`src/rtl/i2s_rj_pkg.sv`:
```
package i2s_rj_pkg;

  localparam int MAX_BITS = 32;
  localparam int LEN_W    = $clog2(MAX_BITS + 1);

  typedef logic [LEN_W-1:0] len_t;

  // Control-to-datapath strobes, valid in the cycle of an sck falling edge.
  typedef struct packed {
    logic emit;     // sck falls in this cycle
    logic load;     // a half-frame starts: take the holding register
    logic chan;     // channel of the bit being emitted (0 = left)
    logic dataBit;  // the bit is sample data, not padding
    len_t wordLen;  // effective word length in force
  } tx_strobe_t;

  function automatic len_t slotFromRate(input logic [1:0] code);
    case (code)
      2'd0:    return len_t'(16);
      2'd1:    return len_t'(24);
      default: return len_t'(32);
    endcase
  endfunction

  function automatic len_t wordFromCode(input logic [1:0] code);
    case (code)
      2'd0:    return len_t'(16);
      2'd1:    return len_t'(24);
      default: return len_t'(32);
    endcase
  endfunction

endpackage

```
`src/rtl/i2s_rj_ctrl.sv`:
```
module i2s_rj_ctrl
  import i2s_rj_pkg::*;
#(
  parameter int DIV_W = 8
) (
  input  logic             clk,
  input  logic             rstN,
  input  logic [DIV_W-1:0] cfgDiv,
  input  logic [1:0]       cfgRate,
  input  logic [1:0]       cfgWord,
  output logic             sck,
  output logic             lrck,
  output tx_strobe_t       strobe
);

  logic [DIV_W-1:0] divCnt;
  logic [DIV_W-1:0] activeDiv;
  logic             sckQ;
  logic             lrckQ;
  logic             started;
  len_t             bitIdx;
  len_t             activeSlot;
  len_t             activeWord;

  logic tick;
  logic fall;
  logic slotEnd;
  logic nextChan;
  logic newLeft;
  len_t reqSlot;
  len_t reqWord;
  len_t clampWord;
  len_t slotUse;
  len_t wordUse;
  len_t idxUse;

  always_comb begin
    tick      = (divCnt >= activeDiv);
    fall      = tick && sckQ;
    slotEnd   = !started || (bitIdx == activeSlot - len_t'(1));
    nextChan  = started ? ~lrckQ : 1'b0;
    newLeft   = fall && slotEnd && !nextChan;
    reqSlot   = slotFromRate(cfgRate);
    reqWord   = wordFromCode(cfgWord);
    clampWord = (reqWord > reqSlot) ? reqSlot : reqWord;
    slotUse   = newLeft ? reqSlot   : activeSlot;
    wordUse   = newLeft ? clampWord : activeWord;
    idxUse    = slotEnd ? '0 : bitIdx + len_t'(1);

    strobe.emit    = fall;
    strobe.load    = fall && slotEnd;
    strobe.chan    = slotEnd ? nextChan : lrckQ;
    strobe.dataBit = (idxUse >= (slotUse - wordUse));
    strobe.wordLen = wordUse;
  end

  always_ff @(posedge clk or negedge rstN) begin
    if (!rstN) begin
      divCnt     <= '0;
      activeDiv  <= '0;
      sckQ       <= 1'b0;
      lrckQ      <= 1'b0;
      started    <= 1'b0;
      bitIdx     <= '0;
      activeSlot <= len_t'(MAX_BITS);
      activeWord <= len_t'(16);
    end else begin
      if (tick) begin
        divCnt <= '0;
        sckQ   <= ~sckQ;
      end else begin
        divCnt <= divCnt + 1'b1;
      end
      if (!started || newLeft) begin
        activeDiv <= cfgDiv;
      end
      if (fall) begin
        started <= 1'b1;
        bitIdx  <= idxUse;
        if (slotEnd) begin
          lrckQ <= nextChan;
        end
      end
      if (newLeft) begin
        activeSlot <= reqSlot;
        activeWord <= clampWord;
      end
    end
  end

  assign sck  = sckQ;
  assign lrck = lrckQ;


  slot_bound_chk: assert property (@(posedge clk) disable iff (!rstN)
    started |-> (bitIdx < activeSlot));


  cfg_left_only_chk: assert property (@(posedge clk) disable iff (!rstN)
    (!$stable(activeSlot) || !$stable(activeWord)) |-> (!lrckQ && $past(fall)));


  div_bound_chk: assert property (@(posedge clk) disable iff (!rstN)
    started |-> (divCnt <= activeDiv));


  word_clamp_chk: assert property (@(posedge clk) disable iff (!rstN)
    activeWord <= activeSlot);

endmodule

```
`src/rtl/i2s_rj_dp.sv`:
```
module i2s_rj_dp
  import i2s_rj_pkg::*;
(
  input  logic                clk,
  input  logic                rstN,
  input  tx_strobe_t          strobe,
  input  logic [MAX_BITS-1:0] leftData,
  input  logic                leftValid,
  output logic                leftReady,
  input  logic [MAX_BITS-1:0] rightData,
  input  logic                rightValid,
  output logic                rightReady,
  input  logic [1:0]          intMask,
  output logic                sdata,
  output logic                leftEmpty,
  output logic                rightEmpty,
  output logic                irq
);

  localparam int NUM_CH = 2;

  logic [MAX_BITS-1:0] inData  [NUM_CH];
  logic                inValid [NUM_CH];
  logic [MAX_BITS-1:0] holdQ   [NUM_CH];
  logic                fullQ   [NUM_CH];

  assign inData[0]  = leftData;
  assign inData[1]  = rightData;
  assign inValid[0] = leftValid;
  assign inValid[1] = rightValid;

  for (genvar ch = 0; ch < NUM_CH; ch++) begin : g_hold
    logic accept;
    logic take;
    assign accept = inValid[ch] && !fullQ[ch];
    assign take   = strobe.load && (strobe.chan == 1'(ch));

    always_ff @(posedge clk or negedge rstN) begin
      if (!rstN) begin
        holdQ[ch] <= '0;
        fullQ[ch] <= 1'b0;
      end else if (accept) begin
        holdQ[ch] <= inData[ch];
        fullQ[ch] <= 1'b1;
      end else if (take) begin
        fullQ[ch] <= 1'b0;
      end
    end


    accept_fill_chk: assert property (@(posedge clk) disable iff (!rstN)
      (inValid[ch] && !fullQ[ch]) |=> fullQ[ch]);


    starve_keep_chk: assert property (@(posedge clk) disable iff (!rstN)
      (take && !fullQ[ch] && !inValid[ch]) |=> !fullQ[ch]);
  end

  logic [MAX_BITS-1:0] shQ;
  logic                sdataQ;
  logic [MAX_BITS-1:0] pick;
  logic [MAX_BITS-1:0] aligned;
  logic [MAX_BITS-1:0] nextWord;
  len_t                shAmt;

  always_comb begin
    pick     = fullQ[strobe.chan] ? holdQ[strobe.chan] : '0;
    shAmt    = len_t'(MAX_BITS) - strobe.wordLen;
    aligned  = pick << shAmt;
    nextWord = strobe.load ? aligned : shQ;
  end

  always_ff @(posedge clk or negedge rstN) begin
    if (!rstN) begin
      shQ    <= '0;
      sdataQ <= 1'b0;
    end else if (strobe.emit) begin
      if (strobe.dataBit) begin
        sdataQ <= nextWord[MAX_BITS-1];
        shQ    <= nextWord << 1;
      end else begin
        sdataQ <= 1'b0;
        shQ    <= nextWord;
      end
    end
  end

  assign sdata      = sdataQ;
  assign leftReady  = !fullQ[0];
  assign rightReady = !fullQ[1];
  assign leftEmpty  = !fullQ[0];
  assign rightEmpty = !fullQ[1];
  assign irq        = |(intMask & {!fullQ[1], !fullQ[0]});


  pad_low_chk: assert property (@(posedge clk) disable iff (!rstN)
    (strobe.emit && !strobe.dataBit) |=> !sdata);

endmodule

```
`src/rtl/i2s_rj_tx.sv`:
```
module i2s_rj_tx
  import i2s_rj_pkg::*;
#(
  parameter int DIV_W = 8
) (
  input  logic                clk,
  input  logic                rstN,
  input  logic [DIV_W-1:0]    cfgDiv,
  input  logic [1:0]          cfgRate,
  input  logic [1:0]          cfgWord,
  input  logic [1:0]          intMask,
  input  logic [MAX_BITS-1:0] leftData,
  input  logic                leftValid,
  output logic                leftReady,
  input  logic [MAX_BITS-1:0] rightData,
  input  logic                rightValid,
  output logic                rightReady,
  output logic                sck,
  output logic                lrck,
  output logic                sdata,
  output logic                leftEmpty,
  output logic                rightEmpty,
  output logic                irq
);

  tx_strobe_t strobe;

  i2s_rj_ctrl #(.DIV_W(DIV_W)) u_ctrl (
    .clk     (clk),
    .rstN    (rstN),
    .cfgDiv  (cfgDiv),
    .cfgRate (cfgRate),
    .cfgWord (cfgWord),
    .sck     (sck),
    .lrck    (lrck),
    .strobe  (strobe)
  );

  i2s_rj_dp u_dp (
    .clk        (clk),
    .rstN       (rstN),
    .strobe     (strobe),
    .leftData   (leftData),
    .leftValid  (leftValid),
    .leftReady  (leftReady),
    .rightData  (rightData),
    .rightValid (rightValid),
    .rightReady (rightReady),
    .intMask    (intMask),
    .sdata      (sdata),
    .leftEmpty  (leftEmpty),
    .rightEmpty (rightEmpty),
    .irq        (irq)
  );


  edge_align_chk: assert property (@(posedge clk) disable iff (!rstN)
    $rose(sck) |-> ($stable(sdata) && $stable(lrck)));


  irq_source_chk: assert property (@(posedge clk) disable iff (!rstN)
    irq |-> ((leftEmpty && intMask[0]) || (rightEmpty && intMask[1])));

endmodule

```
`config.mk`:
```
export PLATFORM = sky130hd
export DESIGN_NAME = i2s_rj_tx
export DESIGN_NICKNAME = d
export VERILOG_FILES = /design/src/rtl/i2s_rj_pkg.sv /design/src/rtl/i2s_rj_ctrl.sv /design/src/rtl/i2s_rj_dp.sv /design/src/rtl/i2s_rj_tx.sv
export SDC_FILE = /design/constraint.sdc
export NUM_CORES = 1
export LEC_CHECK = 0
export BUFFER_PORTS_ARGS = -buffer_cell sky130_fd_sc_hd__buf_2
export CAP_MARGIN = 20
export CORE_UTILIZATION = 53
export CTS_CLUSTER_DIAMETER = 80
export DETAILED_ROUTE_END_ITERATION = 10
export PLACE_DENSITY = 0.82
export REMOVE_ABC_BUFFERS = 1
export SKIP_LAST_GASP = 1
export SLEW_MARGIN = 20
export SYNTH_ARGS = -nofsm -noshare
export SYNTH_HDL_FRONTEND = slang
export SYNTH_HIERARCHICAL = 1
export SYNTH_SLANG_ARGS = --single-unit
```
`constraint.sdc`:
```
create_clock -name clk -period 8.3 [get_ports clk]
set_input_delay 0.83 -clock clk [delete_from_list [all_inputs] [get_ports clk]]
set_output_delay 0.83 -clock clk [all_outputs]
set_load 0.01 [all_outputs]
```
# After elaboration in Yosys (flattened, before gate mapping)
# Cells that the tools add are included.
# W data, S select, Z words.
[totals]
ff_bits = 136
in_bits = 82
output_inout_bits = 8
wordCells = 73
[classes]
add_sub_neg = 5
magnitude_cmp = 4
n_eq_ne = 3
shift = 1
muxes = 23
n_bitwise = 5
n_reduce_logical = 18
[op_table]
columns = ["operator", "count"]
rows = [
  ["$mux W32", 6],
  ["$shl A32 B6 Y32", 1],
  ["$mux W6", 4],
  ["$pmux W6 S2", 2],
  ["$mux W1", 10],
  ["$add A8 B1 Y8 const B", 1],
  ["$ge A8 B8 Y1", 1],
  ["$mux W8", 1],
  ["$logic_and A1 B1 Y1", 7],
  ["$add A6 B1 Y6 const B", 1],
  ["$eq A6 B6 Y1", 1],
  ["$ge A6 B6 Y1", 1],
  ["$gt A6 B6 Y1", 1],
  ["$sub A6 B1 Y6 const B", 1],
  ["$sub A6 B6 Y6", 1],
  ["$sub A6 B6 Y6 const A", 1],
  ["$eq A2 B1 Y1 const B", 2],
  ["$logic_not A1 Y1", 4],
  ["$logic_not A2 Y1", 2],
  ["$reduce_bool A2 Y1", 2],
  ["$not A1 Y1", 3],
  ["$and A2 B2 Y2", 1],
  ["$ge A2 B2 Y1 const B", 1],
  ["$logic_or A1 B1 Y1", 2],
  ["2 further kinds", 2],
]

# Longest topological paths before layout
[logic_depth]
depth_word = 12
depth_mapped = 24
ltp_nobuf = 21

# Hierarchy
# The synthesis kept the hierarchy.
[modules_own_cells]
columns = ["module", "instances", "cells_each", "area_each_um2", "seq_area_each_um2"]
rows = [
  ["i2s_rj_dp", 1, 744, 7113.1, 2477.4],
  ["i2s_rj_ctrl", 1, 257, 2565.0, 928.4],
]

# Worst setup path after synthesis
# Ideal clock, no wire load.
[synth_path]
kind = "flip-flop to flip-flop"
startpoint = "register u_ctrl.divCnt[0]"
endpoint = "register u_dp.shQ[30]"
setup_time_ns = 0.126
arrival_time_ns = 5.010
t_required_ns = 8.174
setup_slack_ns = 3.164
path_stages_with_launch = 22
path_buffers = 5
synth_period_minus_slack_ns = 5.136
cell_sequence = "dfrtp_1 > inv_1 > ha_1 > nand2b_1 > a2111o_1 > a32oi_4 > a21oi_4 > nor2b_1 > buf_2 > inv_1 > clkbuf_1 > clkbuf_1 > ha_1 > buf_4 > and3b_1 > buf_6 > a221o_1 > o32ai_1 > mux2i_1 > o21a_1 > a2111o_1 > a221o_1"
[synth_rtl]
columns = ["item", "line", "source"]
rows = [
  ["start, declared", "i2s_rj_ctrl.sv:16", "logic [DIV_W-1:0] divCnt;"],
  ["start signal, assigned", "i2s_rj_ctrl.sv:72", "divCnt <= divCnt + 1'b1;"],
  ["end signal, assigned", "i2s_rj_dp.sv:80", "shQ <= nextWord << 1;"],
  ["end signal, assigned", "i2s_rj_dp.sv:83", "shQ <= nextWord;"],
  ["end, declared", "i2s_rj_dp.sv:59", "logic [MAX_BITS-1:0] shQ;"],
]

==> flow_summary.ini <==
[run_status]
outcome = completed

[logic_synthesis]
synthCells = 1001
synthArstFlopShare_pct = 100
yosysWarnings = 6
synth.most_common_cell = dfrtp_1
syn_avg_cell_area_um2 = 9.67
synthFlopType = dfrtp_1
synthDistinctLibCells = 95
synth_edf_count = 0
synthTopCellsByCount = 134 x dfrtp_1, 86 x mux2_2, 74 x nand2_1, 54 x nor2_1
synthTopCellsByArea = dfrtp_1 35%, mux2_2 10%, ha_1 3.5%, mux2i_1 3.3%, nand2_1 2.9%
ys_ff_latch = 136
synth_area_um2 = 9680
synth_top_area_share_pct = 34.6
synth_largest_area_cell = dfrtp_1
ys_seq_area_share_pct = 35.2

[critical_path]
startpoint = u_ctrl/divCnt[0]$_DFF_PN0_
slowest_stage = ha_1
cp-end-kind = flop
critical-path-max-stage-delay_ns = 0.93
crit_chain = inv_1 -> ha_1 -> nand2b_1 -> a2111o_1 -> a32oi_4 -> a21oi_4 -> nor2b_4 -> inv_1 -> ha_1 -> clkinv_1 -> mux4_2 -> nor2_1 -> a221oi_1 -> o22ai_1 -> o21bai_1 -> a221o_1
cp-start-kind = flop
cp.required_ns = 8.60
worstPathMaxFanout = 23
crit_arrival_ns = 6.73
critPathKind = flop to flop
reg2reg_from = u_ctrl/divCnt[0]$_DFF_PN0_
rrSetupSlack_ns = 1.88

[placement]
routabilityCongestion = 0.981
dp_hpwl_um = 19000
placed_area_um2 = 10200
numPortBuffers = 89

[routing]
highest_layer = met4
route.met3.wl_um = 2330
vias = 8735
drt-met1-wl_um = 11200
drtIter0Drc = 1171
drt_first_pass_iters = 5
ant_nets = 0
drc = 0
wl_met2_um = 12300
via_per_inst = 6.80
drt_wl_total_um = 26900
drt-wirelength-per-cell_um = 20.9

[final_layout]
drive_gt1_share_pct = 25.8
layout.filler_cells = 1445
nets = 1153
design_area_um2 = 10800
syn_to_final_growth_pct = 11.1
multi_input_area_um2 = 5770
ff_latch_area_um2 = 3410
antennaDiodeCount = 0

[timing]
setup_viol = 0
relSlewSlack_pct = 40.4
rsz0062_at_grt = no
hold_viol = 0
tns_ns = 0
fin_crit_ns = 6.42
fin_worst_skew_ns = 0.00881
max_slew.worst_pin.slew_ns = 0.870
finalMaxSlewViolations = 0
period_share_pct = 77.4
clock.fmax_mhz = 156

[clocking]
cts-root-buf = clkbuf_16
path_clk_slew_ns = 0.06
clock_tree.htree_level_count = 4
holdBufCountCts = 0
cts_resized = 0
clock_latency_ns = 0.42
postCtsSetupBuffers = 0
cts_tree = built
clkSinkCount = 136
cts_max_path_buffers = 2
cts_buffers = 17

[floorplanning]
ioPinCount = 90
die_y_um = 137
core_area_um2 = 17900
row_count = 49
initial_core_util_pct = 54.1
dieArea_um2 = 18800
die-width_um = 137

[min_path]
min_path_type = primary input to async pin

[global_routing]
grt_max_degree = 70
grt_overflow = 0
antenna_found_initial = 0
grt_pass1_wl_um = 43200
first_global_vias = 7974
grtUsageTotal_pct = 29.9

[run]
maxCapViolations = 0

[pwr]
p_leak_nw = 4.60
power_density_nw_per_um2 = 315
irDropWorstVdd_v = 0.000185
critical path, delay by kind of cell (launching register included):
family	cells	cell delay (ns)
flip-flops	1	0.42
adder cells (fa/ha/maj)	2	1.21
AO/OA/AOI/OAI	7	2.60
AND/OR/NAND/NOR	3	0.35
buffers and inverters	3	1.15
multiplexers	1	0.57
cells by family after synthesis:
family / synth area share (%)
buffers and inverters: 5.38
AOI/OAI and AO/OA: 21.0
DFF: 35.2
and+or+nand+nor: 16.4
xor gates and xnor gates: 2.25
muxes: 16.1
adders and majority gates: 3.70
flip-flops by register name, summed over array words and instances (netlist names):
signal,count
u_ctrl/sck,1
u_ctrl/activeWord,6
u_ctrl/activeSlot,6
u_dp/holdQ,64
u_ctrl/bitIdx,6
u_ctrl/lrck,1
u_ctrl/started,1
u_ctrl/divCnt,8
u_dp/shQ,32
u_ctrl/activeDiv,8
u_dp/fullQ,2
u_dp/sdata,1
report_power, final:
group | switching [mW] | internal (mW) | total [mW]
sequential | 0.176 | 0.878 | 1.05
combinational | 0.888 | 0.681 | 1.57
clock | 0.288 | 0.479 | 0.768
stage by stage:
step / power (mW) / utilization (%) / std cells / hold slack [ns] / setup WS [ns]
floorplan: 2.14 / - / 923 / 0.448 / -0.596
global placement: 2.52 / 56.7 / 1253 / 0.465 / 2.12
detailed placement: 2.57 / 56.7 / 1253 / 0.473 / 2.05
CTS: 3.35 / 60.1 / 1285 / 0.423 / 1.99
global route: 3.58 / 60.1 / 1285 / 0.449 / 1.51
finish: 3.39 / 60.1 / 1285 / 0.403 / 1.88
cell usage in the layout (no fill, tap or decap), types with 6 or more instances in the layout:
cell / Yosys / routed
a21o_1: 8 / 8
inv_1: 38 / 38
or2_2: 9 / 9
a21oi_1: 36 / 36
mux2i_1: 32 / 32
a211oi_1: 11 / 11
a221oi_1: 10 / 10
nor2b_1: 21 / 18
nor2_1: 54 / 54
o221ai_1: 15 / 15
a31oi_1: 6 / 6
buf_4: 7 / 12
nand3b_1: 9 / 9
a22oi_1: 8 / 8
a221o_1: 8 / 8
o2111ai_1: 7 / 7
nand3_1: 38 / 38
nor3_1: 11 / 11
xor2_1: 12 / 11
clkbuf_16: 0 / 17
xnor2_1: 11 / 11
buf_2: 29 / 88
and2_1: 8 / 7
mux4_2: 12 / 12
nand4_1: 24 / 24
o22ai_1: 16 / 16
a22o_1: 13 / 13
mux2_2: 86 / 86
o21ai_0: 37 / 37
o211ai_1: 14 / 14
nand2_1: 74 / 74
nand2b_1: 15 / 15
dfrtp_1: 134 / 134
ha_1: 27 / 27
and3_1: 7 / 7
path summary, 6_finish.rpt:
check / cells after the start / endpoint
worst max-delay path: 16 / u_dp/shQ[21]$_DFFE_PN0P_
max in group asynchronous: 2 / u_ctrl/activeDiv[5]$_DFFE_PN0P_
worst max register to register: 16 / u_dp/shQ[21]$_DFFE_PN0P_
min in group clk: 1 / u_dp/shQ[0]$_DFFE_PN0P_
worst min-delay path: 1 / u_dp/shQ[6]$_DFFE_PN0P_
worst min register to register: 1 / u_dp/shQ[0]$_DFFE_PN0P_
layer usage:
metal	global-route usage, %	up-vias
met1	41.5	4232
met5	0	-
met2	46.5	539
met3	5.52	96
li1	-	3868
met4	11.2	0
layout make-up:
cell class | count | area share (%)
clock inverters | 12 | 1.41
inverters | 40 | 1.40
repair buffers | 101 | 5.04
clock buffers | 20 | 4.15
multi-input cells | 747 | 53.7
well taps | 229 | 2.66
flip-flops and latches | 136 | 31.7
Note: power is estimated with default switching activity, not from simulation.
